==> src/rtl/bp_pkg.sv <==
`timescale 1ns/1ps
package bp_pkg;
  localparam int unsigned NPLANES = 4;
  typedef logic [NPLANES-1:0] pix_t;
  typedef logic [$clog2(NPLANES)-1:0] plane_t;
  typedef enum logic [1:0] {F_IDLE, F_REQ, F_WAIT} fstate_e;
endpackage

==> src/rtl/bp_fetch.sv <==
`timescale 1ns/1ps
// Prefetch buffer and sequential per-plane read engine.
module bp_fetch
  import bp_pkg::*;
#(
  parameter int unsigned WORD_W      = 32,
  parameter int unsigned ADDR_W      = 24,
  parameter int unsigned IDX_W       = 12,
  parameter int unsigned BASE_ADDR   = 'hE7F00,
  parameter int unsigned PLANE_BYTES = 'h9600
) (
  input  logic                             clk,
  input  logic                             rst_n,
  input  logic                             frame_start,
  input  logic                             take,
  input  logic                             miss,
  output logic                             req_valid,
  input  logic                             req_ready,
  output logic [ADDR_W-1:0]                req_addr,
  input  logic                             rsp_valid,
  input  logic [WORD_W-1:0]                rsp_data,
  output logic [NPLANES-1:0][WORD_W-1:0]   words,
  output logic                             full
);
  localparam plane_t LAST_PLANE = plane_t'(NPLANES - 1);

  fstate_e          st;
  plane_t           plane;
  logic [IDX_W-1:0] idx, nidx;
  logic             restart;
  logic             kick, redo;

  function automatic logic [ADDR_W-1:0] addr_of(input logic [IDX_W-1:0] i, input plane_t p);
    logic [ADDR_W-1:0] a;
    a = ADDR_W'(BASE_ADDR) + ADDR_W'(PLANE_BYTES) * ADDR_W'(p) + ADDR_W'({i, 2'b00});
    return a;
  endfunction

  assign kick      = frame_start | take | miss;
  assign redo      = frame_start | miss;
  assign req_valid = (st == F_REQ);

  always_comb begin
    if (frame_start)       nidx = '0;
    else if (take || miss) nidx = idx + 1'b1;
    else                   nidx = idx;
  end

  always_ff @(posedge clk or negedge rst_n) begin
    if (!rst_n) begin
      st       <= F_IDLE;
      plane    <= '0;
      idx      <= '0;
      restart  <= 1'b0;
      full     <= 1'b0;
      req_addr <= '0;
      words    <= '0;
    end else begin
      idx <= nidx;
      if (frame_start || take) full <= 1'b0;
      unique case (st)
        F_IDLE: begin
          if (kick) begin
            st       <= F_REQ;
            plane    <= '0;
            req_addr <= addr_of(nidx, '0);
          end
        end
        F_REQ: begin
          if (req_ready) st <= F_WAIT;
          if (redo) restart <= 1'b1;
        end
        F_WAIT: begin
          if (rsp_valid) begin
            if (restart || redo) begin
              // stale data: throw away and refetch from plane 0
              restart  <= 1'b0;
              st       <= F_REQ;
              plane    <= '0;
              req_addr <= addr_of(nidx, '0);
            end else begin
              words[plane] <= rsp_data;
              if (plane == LAST_PLANE) begin
                st   <= F_IDLE;
                full <= 1'b1;
              end else begin
                plane    <= plane + 1'b1;
                st       <= F_REQ;
                req_addr <= addr_of(idx, plane + 1'b1);
              end
            end
          end else if (redo) begin
            restart <= 1'b1;
          end
        end
        default: st <= F_IDLE;
      endcase
    end
  end
endmodule

==> src/rtl/bp_shift.sv <==
`timescale 1ns/1ps
// Four lockstep plane shifters and the pixel output register.
module bp_shift
  import bp_pkg::*;
#(
  parameter int unsigned WORD_W = 32
) (
  input  logic                           clk,
  input  logic                           rst_n,
  input  logic                           frame_start,
  input  logic                           pix_en,
  input  logic                           active,
  input  logic [NPLANES-1:0][WORD_W-1:0] words,
  input  logic                           full,
  output logic                           take,
  output logic                           miss,
  output pix_t                           pix_out,
  output logic                           underrun
);
  localparam int unsigned CNT_W = $clog2(WORD_W);

  logic [CNT_W-1:0] cnt;
  logic             empty, step;
  pix_t             cur;

  assign empty = (cnt == '0);
  assign step  = pix_en & active;
  assign take  = step & empty & full & ~frame_start;
  assign miss  = step & empty & ~full & ~frame_start;

  for (genvar p = 0; p < NPLANES; p++) begin : g_lane
    logic [WORD_W-1:0] sh;
    always_ff @(posedge clk or negedge rst_n) begin
      if (!rst_n) begin
        sh <= '0;
      end else if (step) begin
        if (empty) sh <= full ? (words[p] >> 1) : '0;
        else       sh <= sh >> 1;
      end
    end
    // when empty, bit 0 comes straight from the buffer word being loaded
    assign cur[p] = empty ? (full & words[p][0]) : sh[0];
  end

  always_ff @(posedge clk or negedge rst_n) begin
    if (!rst_n) begin
      cnt      <= '0;
      pix_out  <= '0;
      underrun <= 1'b0;
    end else begin
      if (frame_start)  cnt <= '0;
      else if (step)    cnt <= empty ? CNT_W'(WORD_W - 1) : cnt - 1'b1;
      underrun <= miss;
      if (pix_en) pix_out <= active ? cur : '0;
    end
  end
endmodule

==> src/rtl/bitplane_serializer.sv <==
`timescale 1ns/1ps
module bitplane_serializer
  import bp_pkg::*;
#(
  parameter int unsigned WORD_W      = 32,
  parameter int unsigned ADDR_W      = 24,
  parameter int unsigned IDX_W       = 12,
  parameter int unsigned BASE_ADDR   = 'hE7F00,
  parameter int unsigned PLANE_BYTES = 'h9600
) (
  input  logic              clk,
  input  logic              rst_n,
  input  logic              frame_start,
  input  logic              pix_en,
  input  logic              active,
  output logic              req_valid,
  input  logic              req_ready,
  output logic [ADDR_W-1:0] req_addr,
  input  logic              rsp_valid,
  input  logic [WORD_W-1:0] rsp_data,
  output logic [3:0]        pix_out,
  output logic              underrun
);
  logic [NPLANES-1:0][WORD_W-1:0] words;
  logic full, take, miss;

  bp_fetch #(
    .WORD_W(WORD_W), .ADDR_W(ADDR_W), .IDX_W(IDX_W),
    .BASE_ADDR(BASE_ADDR), .PLANE_BYTES(PLANE_BYTES)
  ) u_fetch (
    .clk(clk), .rst_n(rst_n), .frame_start(frame_start),
    .take(take), .miss(miss),
    .req_valid(req_valid), .req_ready(req_ready), .req_addr(req_addr),
    .rsp_valid(rsp_valid), .rsp_data(rsp_data),
    .words(words), .full(full)
  );

  bp_shift #(.WORD_W(WORD_W)) u_shift (
    .clk(clk), .rst_n(rst_n), .frame_start(frame_start),
    .pix_en(pix_en), .active(active),
    .words(words), .full(full),
    .take(take), .miss(miss),
    .pix_out(pix_out), .underrun(underrun)
  );
endmodule

==> config.mk <==
export PLATFORM = sky130hd
export DESIGN_NAME = bitplane_serializer
export DESIGN_NICKNAME = d
export VERILOG_FILES = /design/src/rtl/bp_pkg.sv /design/src/rtl/bp_fetch.sv /design/src/rtl/bp_shift.sv /design/src/rtl/bitplane_serializer.sv
export SDC_FILE = /design/constraint.sdc
export NUM_CORES = 1
export LEC_CHECK = 0
export ABC_AREA = 1
export BUFFER_PORTS_ARGS = -buffer_cell sky130_fd_sc_hd__buf_2
export CAP_MARGIN = 30
export CORE_ASPECT_RATIO = 0.6
export CORE_UTILIZATION = 47
export DETAILED_ROUTE_END_ITERATION = 7
export GPL_TIMING_DRIVEN = 1
export HOLD_SLACK_MARGIN = 0.02
export PLACE_DENSITY_LB_ADDON = 0.12
export SLEW_MARGIN = 20
export SYNTH_ARGS = -nofsm -noshare
export SYNTH_HDL_FRONTEND = slang
export SYNTH_HIERARCHICAL = 1
export SYNTH_SLANG_ARGS = --single-unit
==> constraint.sdc <==
create_clock -name clk -period 5.25 [get_ports clk]
set_input_delay 1.575 -clock clk [delete_from_list [all_inputs] [get_ports clk]]
set_output_delay 1.575 -clock clk [all_outputs]
set_load 0.005 [all_outputs]
## Yosys cells after proc, flatten, opt, wreduce, memory -nomap -nowiden

Cells that the tools add are included.

| word-level totals | value |
|---|---|
| bits in registers | 308 |
| input port bits | 39 |

| cells by class | value |
|---|---|
| $mul | 1 |
| add/subtract/negate cells | 6 |
| bitwise operators | 16 |
| eq/ne operators | 8 |
| reductions and logical operators | 13 |
| magnitude comparators | 2 |
| mux-type cells | 46 |

Operators by type and width:

| cell | number |
|---|---|
| $mux 32 | 5 |
| $bwmux 128 | 1 |
| $mux 31 | 4 |
| $mux 24 | 4 |
| $demux 32 s2 | 1 |
| $pmux 24 s2 | 1 |
| $add 24x14->24 | 1 |
| $mux 12 | 2 |
| $add 20x14->21 const A | 1 |
| $add 20x18->21 const A | 1 |
| $mux 2 | 8 |
| $mux 5 | 3 |
| $mux 1 | 13 |
| $add 12x1->12 const B | 1 |
| $and 1x1->1 | 10 |
| $mul 7x2->9 const A | 1 |
| $ne 3x2->1 const B | 2 |
| $pmux 2 s3 | 1 |
| $reduce_and 3->1 | 2 |
| $reduce_bool 2->1 | 3 |
| $logic_not 5->1 | 1 |
| $sub 5x1->5 const B | 1 |
| $eq 2x2->1 const B | 2 |
| $mux 4 | 1 |
| other kinds (15) | 22 |

## Logic depth before layout (Yosys ltp)

| logic depth | value |
|---|---|
| depth after elaboration | 11 |
| depth in mapped cells | 23 |
| mapped depth without buffers | 21 |

## Hierarchy

The synthesis kept the hierarchy.

Modules (own cells, without submodules):

| module | times used | cells an instance | area each (µm²) |
|---|---|---|---|
| bp_shift | 1 | 1146 | 7683.6 |
| bp_fetch | 1 | 763 | 6980.4 |

## Worst setup path after synthesis

Ideal clock, no wire load.

| timing path | value |
|---|---|
| path type | input-to-reg |
| start point | input port pix_en |
| end point | register u_fetch.req_addr[12] |
| setup time | 0.073 ns |
| slack | 1.585 ns |
| buffers on the path | 1 |
| stages | 20 |
| data arrival time | 3.592 ns |
| path through | nand2_1 clkbuf_1 nor2_1 nand2_1 nor2_1 nor2_2 nor2_1 nand2_1 nand2_1 nand2_1 nor2_2 inv_1 ha_1 nand2_1 inv_1 nand2_1 nand2_1 nand2_1 nand2_1 a21oi_2 |

| on the way | value |
|---|---|
| word-level cells in the longest chain between the ends | 11 |
| elaborated cells between the ends (all ways) | 21 |

RTL lines:

| item | RTL line | text |
|---|---|---|
| start, declared | bitplane_serializer.sv:14 | `input logic pix_en,` |
| $and 1x1->1 (*) | bp_shift.sv:27 | `assign step = pix_en & active;` |
| $and 1x1->1 (*) (3 in a row) | bp_shift.sv:29 | `assign miss = step & empty & ~full & ~frame_start;` |
| net miss | bitplane_serializer.sv:25 | `logic full, take, miss;` |
| $logic_or 1x1->1 (*) | bp_fetch.sv:45 | `else if (take \|\| miss) nidx = idx + 1'b1;` |
| $mux 12 (*) | bp_fetch.sv:45 |  |
| $mux 12 (*) | bp_fetch.sv:44 | `if (frame_start) nidx = '0;` |
| net u_fetch.nidx[6] | bp_fetch.sv:29 | `logic [IDX_W-1:0] idx, nidx;` |
| $add 20x14->21 (*) | bp_fetch.sv:35 | `a = ADDR_W'(BASE_ADDR) + ADDR_W'(PLANE_BYTES) * ADDR_W'(p) + ADDR_W'({i, 2'b00});` |
| $mux 24 | bp_fetch.sv:75 | `if (restart \|\| redo) begin` |
| $mux 24 | bp_fetch.sv:74 | `if (rsp_valid) begin` |
| $pmux 24 s2 (*) | bp_fetch.sv:61 | `unique case (st)` |
| end signal, assigned | bp_fetch.sv:66 | `req_addr <= addr_of(nidx, '0);` |
| end signal, assigned | bp_fetch.sv:80 | `req_addr <= addr_of(nidx, '0);` |
| end signal, assigned | bp_fetch.sv:89 | `req_addr <= addr_of(idx, plane + 1'b1);` |
| end, declared | bp_fetch.sv:19 | `output logic [ADDR_W-1:0] req_addr,` |

Mark *: on every way through the listed nets, which the timed path passes. The rest lies on a longest branch. The select of a mux whose other input is x is not followed.
A chain may end at the register's enable or synchronous reset.

## Final worst setup path

| timing path | value |
|---|---|
| start point | input port frame_start |
| end point | register u_fetch/words[3] in the netlist's numbering |

| on the way | value |
|---|---|
| word-level cells in the longest chain between the ends | 6 |

RTL lines:

| item | RTL line | text |
|---|---|---|
| start, declared | bitplane_serializer.sv:13 | `input logic frame_start,` |
| $not 1->1 | bp_shift.sv:29 |  |
| $and 1x1->1 | bp_shift.sv:29 |  |
| net miss | bitplane_serializer.sv:25 |  |
| $or 1x1->1 | bp_fetch.sv:40 | `assign redo = frame_start \| miss;` |
| $logic_or 1x1->1 | bp_fetch.sv:75 |  |
| $not 1->1 (no line) | - |  |
| $reduce_and 3->1 (no line) | - |  |
| end signal, assigned by index | bp_fetch.sv:82 | `words[plane] <= rsp_data;` |
| end, declared | bp_fetch.sv:22 | `output logic [NPLANES-1:0][WORD_W-1:0] words,` |

The timed path passes the listed nets, and every way through them passes these cells.

==> flow_metrics.py <==
metrics = {
    "synth": {
        "syn_inst": 1909,
        "ys.flop_type": "dfrtp_1",
        "synth.distinct_cells": 34,
        "synthesis.area_sq_um": 14700,
        "async_flop_share_pct": 100,
        "synth_seq_cells": 298,
        "synth.most_common_cell": "nand2_1",
        "synthTopCellsByCount": "nand2_1, dfrtp_1, inv_1",
        "yosysWarnings": 6,
        "synth_top_area_share_pct": 50.9,
        "synth_area_leaders": "dfrtp_1, nand2_1, nand4_1",
        "synth_edf_count": 0,
        "synth_largest_area_cell": "dfrtp_1",
        "syn_area_per_cell_sq_um": 7.68,
        "ys_seq_area_share_pct": 50.9,
    },
    "critical_path": {
        "reg2reg_depth": 14,
        "cp-end-kind": "flop",
        "endpoint": "u_fetch/words[3]",
        "cp.arrival_ns": 4.04,
        "r2r_slack_ns": 1.75,
        "startpoint": "frame_start",
        "cp_cell_sequence": "buf_2 -> nor2_1 -> nand2_1 -> nor2_1 -> nor2_1 -> nand2_2 -> inv_2 -> nand2_8 -> nor2_4 -> nand2_2 -> buf_4 -> o21ai_0",
        "cp_slowest_cell": "nand2_2",
        "crit_type": "input port to flop",
        "worst-path-max-fanout": 37,
        "r2r-end": "u_fetch/words[3]",
        "startpoint_type": "input port",
        "crit_top_cell": "nor2_1",
        "timing.rr.start": "u_shift/cnt[0]",
        "required_ns": 5.68,
        "max_stage_delay_ns": 0.59,
    },
    "finish": {
        "final_area_sq_um": 16200,
        "final_cells": 2332,
        "num-fill-cells": 2970,
        "insertedDiodeCount": 0,
        "final_core_util_pct": 53.4,
        "drive_gt1_share_pct": 8.58,
        "synthToLayoutAreaGrowth_pct": 10.2,
        "fin_nets": 1963,
    },
    "clocking": {
        "cts_tree": "built",
        "cts-root-buf": "clkbuf_16",
        "numCtsBuffers": 29,
        "ctsResizeCount": 0,
        "path_clk_slew_ns": 0.06,
        "cts_hold_buf": 0,
        "clk_path_buf_depth": 3,
        "htreeDepth": 1,
        "clk_latency_ns": 0.57,
        "cts_setup_buffers": 0,
        "cts_sinks": 298,
    },
    "grt": {
        "grt_usage_pct": 25.4,
        "antenna_found_initial": 0,
        "grt_pass1_vias": 11898,
        "grt_pass1_wl_um": 65300,
        "overflow": 0,
        "grt_max_degree": 99,
    },
    "die": {
        "start_util_pct": 48.4,
        "die-height_um": 139,
        "dieArea_sq_um": 31900,
        "ios": 69,
        "core_area_sq_um": 30300,
        "row_count": 49,
        "die_w_um": 230,
    },
    "route": {
        "drc": 0,
        "vias": 12553,
        "drt_iter0_drc": 1271,
        "firstDrtPassIters": 5,
        "viasPerCell": 5.38,
        "routed_wirelength_um": 39900,
        "post_drt_wl_per_cell_um": 17.1,
        "antenna_left": 0,
    },
    "timing": {
        "whs_ns": 0.475,
        "rsz0062_at_grt": "false",
        "final.setup_skew_ns": 0.0184,
        "setup_violations": 0,
        "fin_crit_sh_pct": 68.9,
        "slew_headroom_pct": 34.6,
        "report.final.hold_viol_count": 0,
        "max_freq_mhz": 276,
        "finalMaxSlewViolations": 0,
        "final.min_clock_period_ns": 3.62,
        "setup_tns_ns": 0,
        "setup_ws_ns": 1.63,
        "tightest_slew_ns": 0.982,
    },
    "placed_design": {
        "gp_congestion": 0.865,
        "hpwl_um": 24300,
        "dpl_cell_area_sq_um": 15200,
        "port_buffers": 63,
        "dp_cells": 2278,
        "place_worst_setup_slack_ns": 1.05,
    },
    "power": {
        "p_total_mw": 6.99,
        "p_per_area_nw_per_um2": 432,
        "max-vdd-ir-drop_uv": 252,
        "p_leak_nw": 8.39,
    },
    "hold_path": {
        "hp-class": "flop to flop",
    },
    "flow_run": {
        "maxCapViolations": 0,
    },
    "status": {
        "status": "finished clean",
    },
}
==> worst min path at each step <==
stage	from	end	slack, ns	depth (start not counted)
final	u_shift/pix_out[2]	u_shift/pix_out[2]	0.48	2
after global routing	u_shift/g_lane[2].sh[18]	u_shift/g_lane[2].sh[18]	0.49	2
after CTS	u_shift/pix_out[2]	u_shift/pix_out[2]	0.48	2
after detailed placement	u_shift/pix_out[2]	u_shift/pix_out[2]	0.46	2
after global placement	u_shift/pix_out[3]	u_shift/pix_out[3]	0.46	2
after floorplan	u_fetch/full	u_fetch/full	0.44	2
==> layout make-up <==
type | instances | area [sq um] | share of cell area [%]
Timing Repair Buffer | 88 | 603 | 3.73
Clock inverter | 7 | 38.8 | 0.240
Clock buffer | 45 | 846 | 5.23
Tap cell | 408 | 510 | 3.16
Multi-Input combinational cell | 1268 | 5880 | 36.4
Sequential cell | 298 | 7460 | 46.2
Inverter | 218 | 826 | 5.11
==> per-layer routing <==
| metal | up-vias | track usage (%) | part of all wire [%] |
|---|---|---|---|
| li1 | 6055 | - | - |
| met1 | 6101 | 41.3 | 53 |
| met2 | 352 | 35.5 | 40 |
| met3 | 45 | 3.78 | 6.0 |
| met4 | 0 | 4.78 | 1.5 |
| met5 | - | 0 | 0 |
==> registers in the layout, indices dropped and copies added (netlist names) <==
signal	count
u_fetch/full	1
u_shift/g_lane.sh	124
u_fetch/idx	12
u_shift/cnt	5
u_fetch/words	128
u_shift/pix_out	4
u_fetch/st	2
u_fetch/plane	2
u_fetch/restart	1
u_shift/underrun	1
u_fetch/req_addr	18
==> kinds of logic after synthesis <==
group | count (synthesis) | synth area share [%]
AND/OR/NAND/NOR | 1057 | 31.3
buffers and inverters | 347 | 9.38
flip-flops | 298 | 50.9
AO/OA/AOI/OAI | 182 | 6.46
adder cells (fa/ha/maj) | 21 | 1.84
XOR/XNOR | 3 | 0.179
other | 1 | 0.0256
==> where the power goes <==
part           internal, mW  leakage [nW]  switching (mW)  total [mW]
clock network          1.10         0.440           0.896        2.00
logic                 0.652          4.02            1.21        1.86
registers              2.83          3.93           0.297        3.13
==> critical path, delay by kind of cell <==
| family | cells | cell delay, ns |
|---|---|---|
| buffers and inverters | 3 | 0.68 |
| AO/OA/AOI/OAI | 1 | 0.15 |
| AND/OR/NAND/NOR | 8 | 1.62 |
==> placed cells by master (no fill, tap or decap), types with 7 or more instances in the layout <==
master     count
nand2_1      708
nand3_1      156
clkbuf_16     29
buf_2         62
clkinv_2       8
buf_4         19
nand2_2        7
nor2_1        42
o21ai_0      145
inv_1        211
ha_1          19
clkbuf_1      10
nand4_1      129
dfrtp_1      297
a21oi_1       22
(Power assumes the default switching activity.)
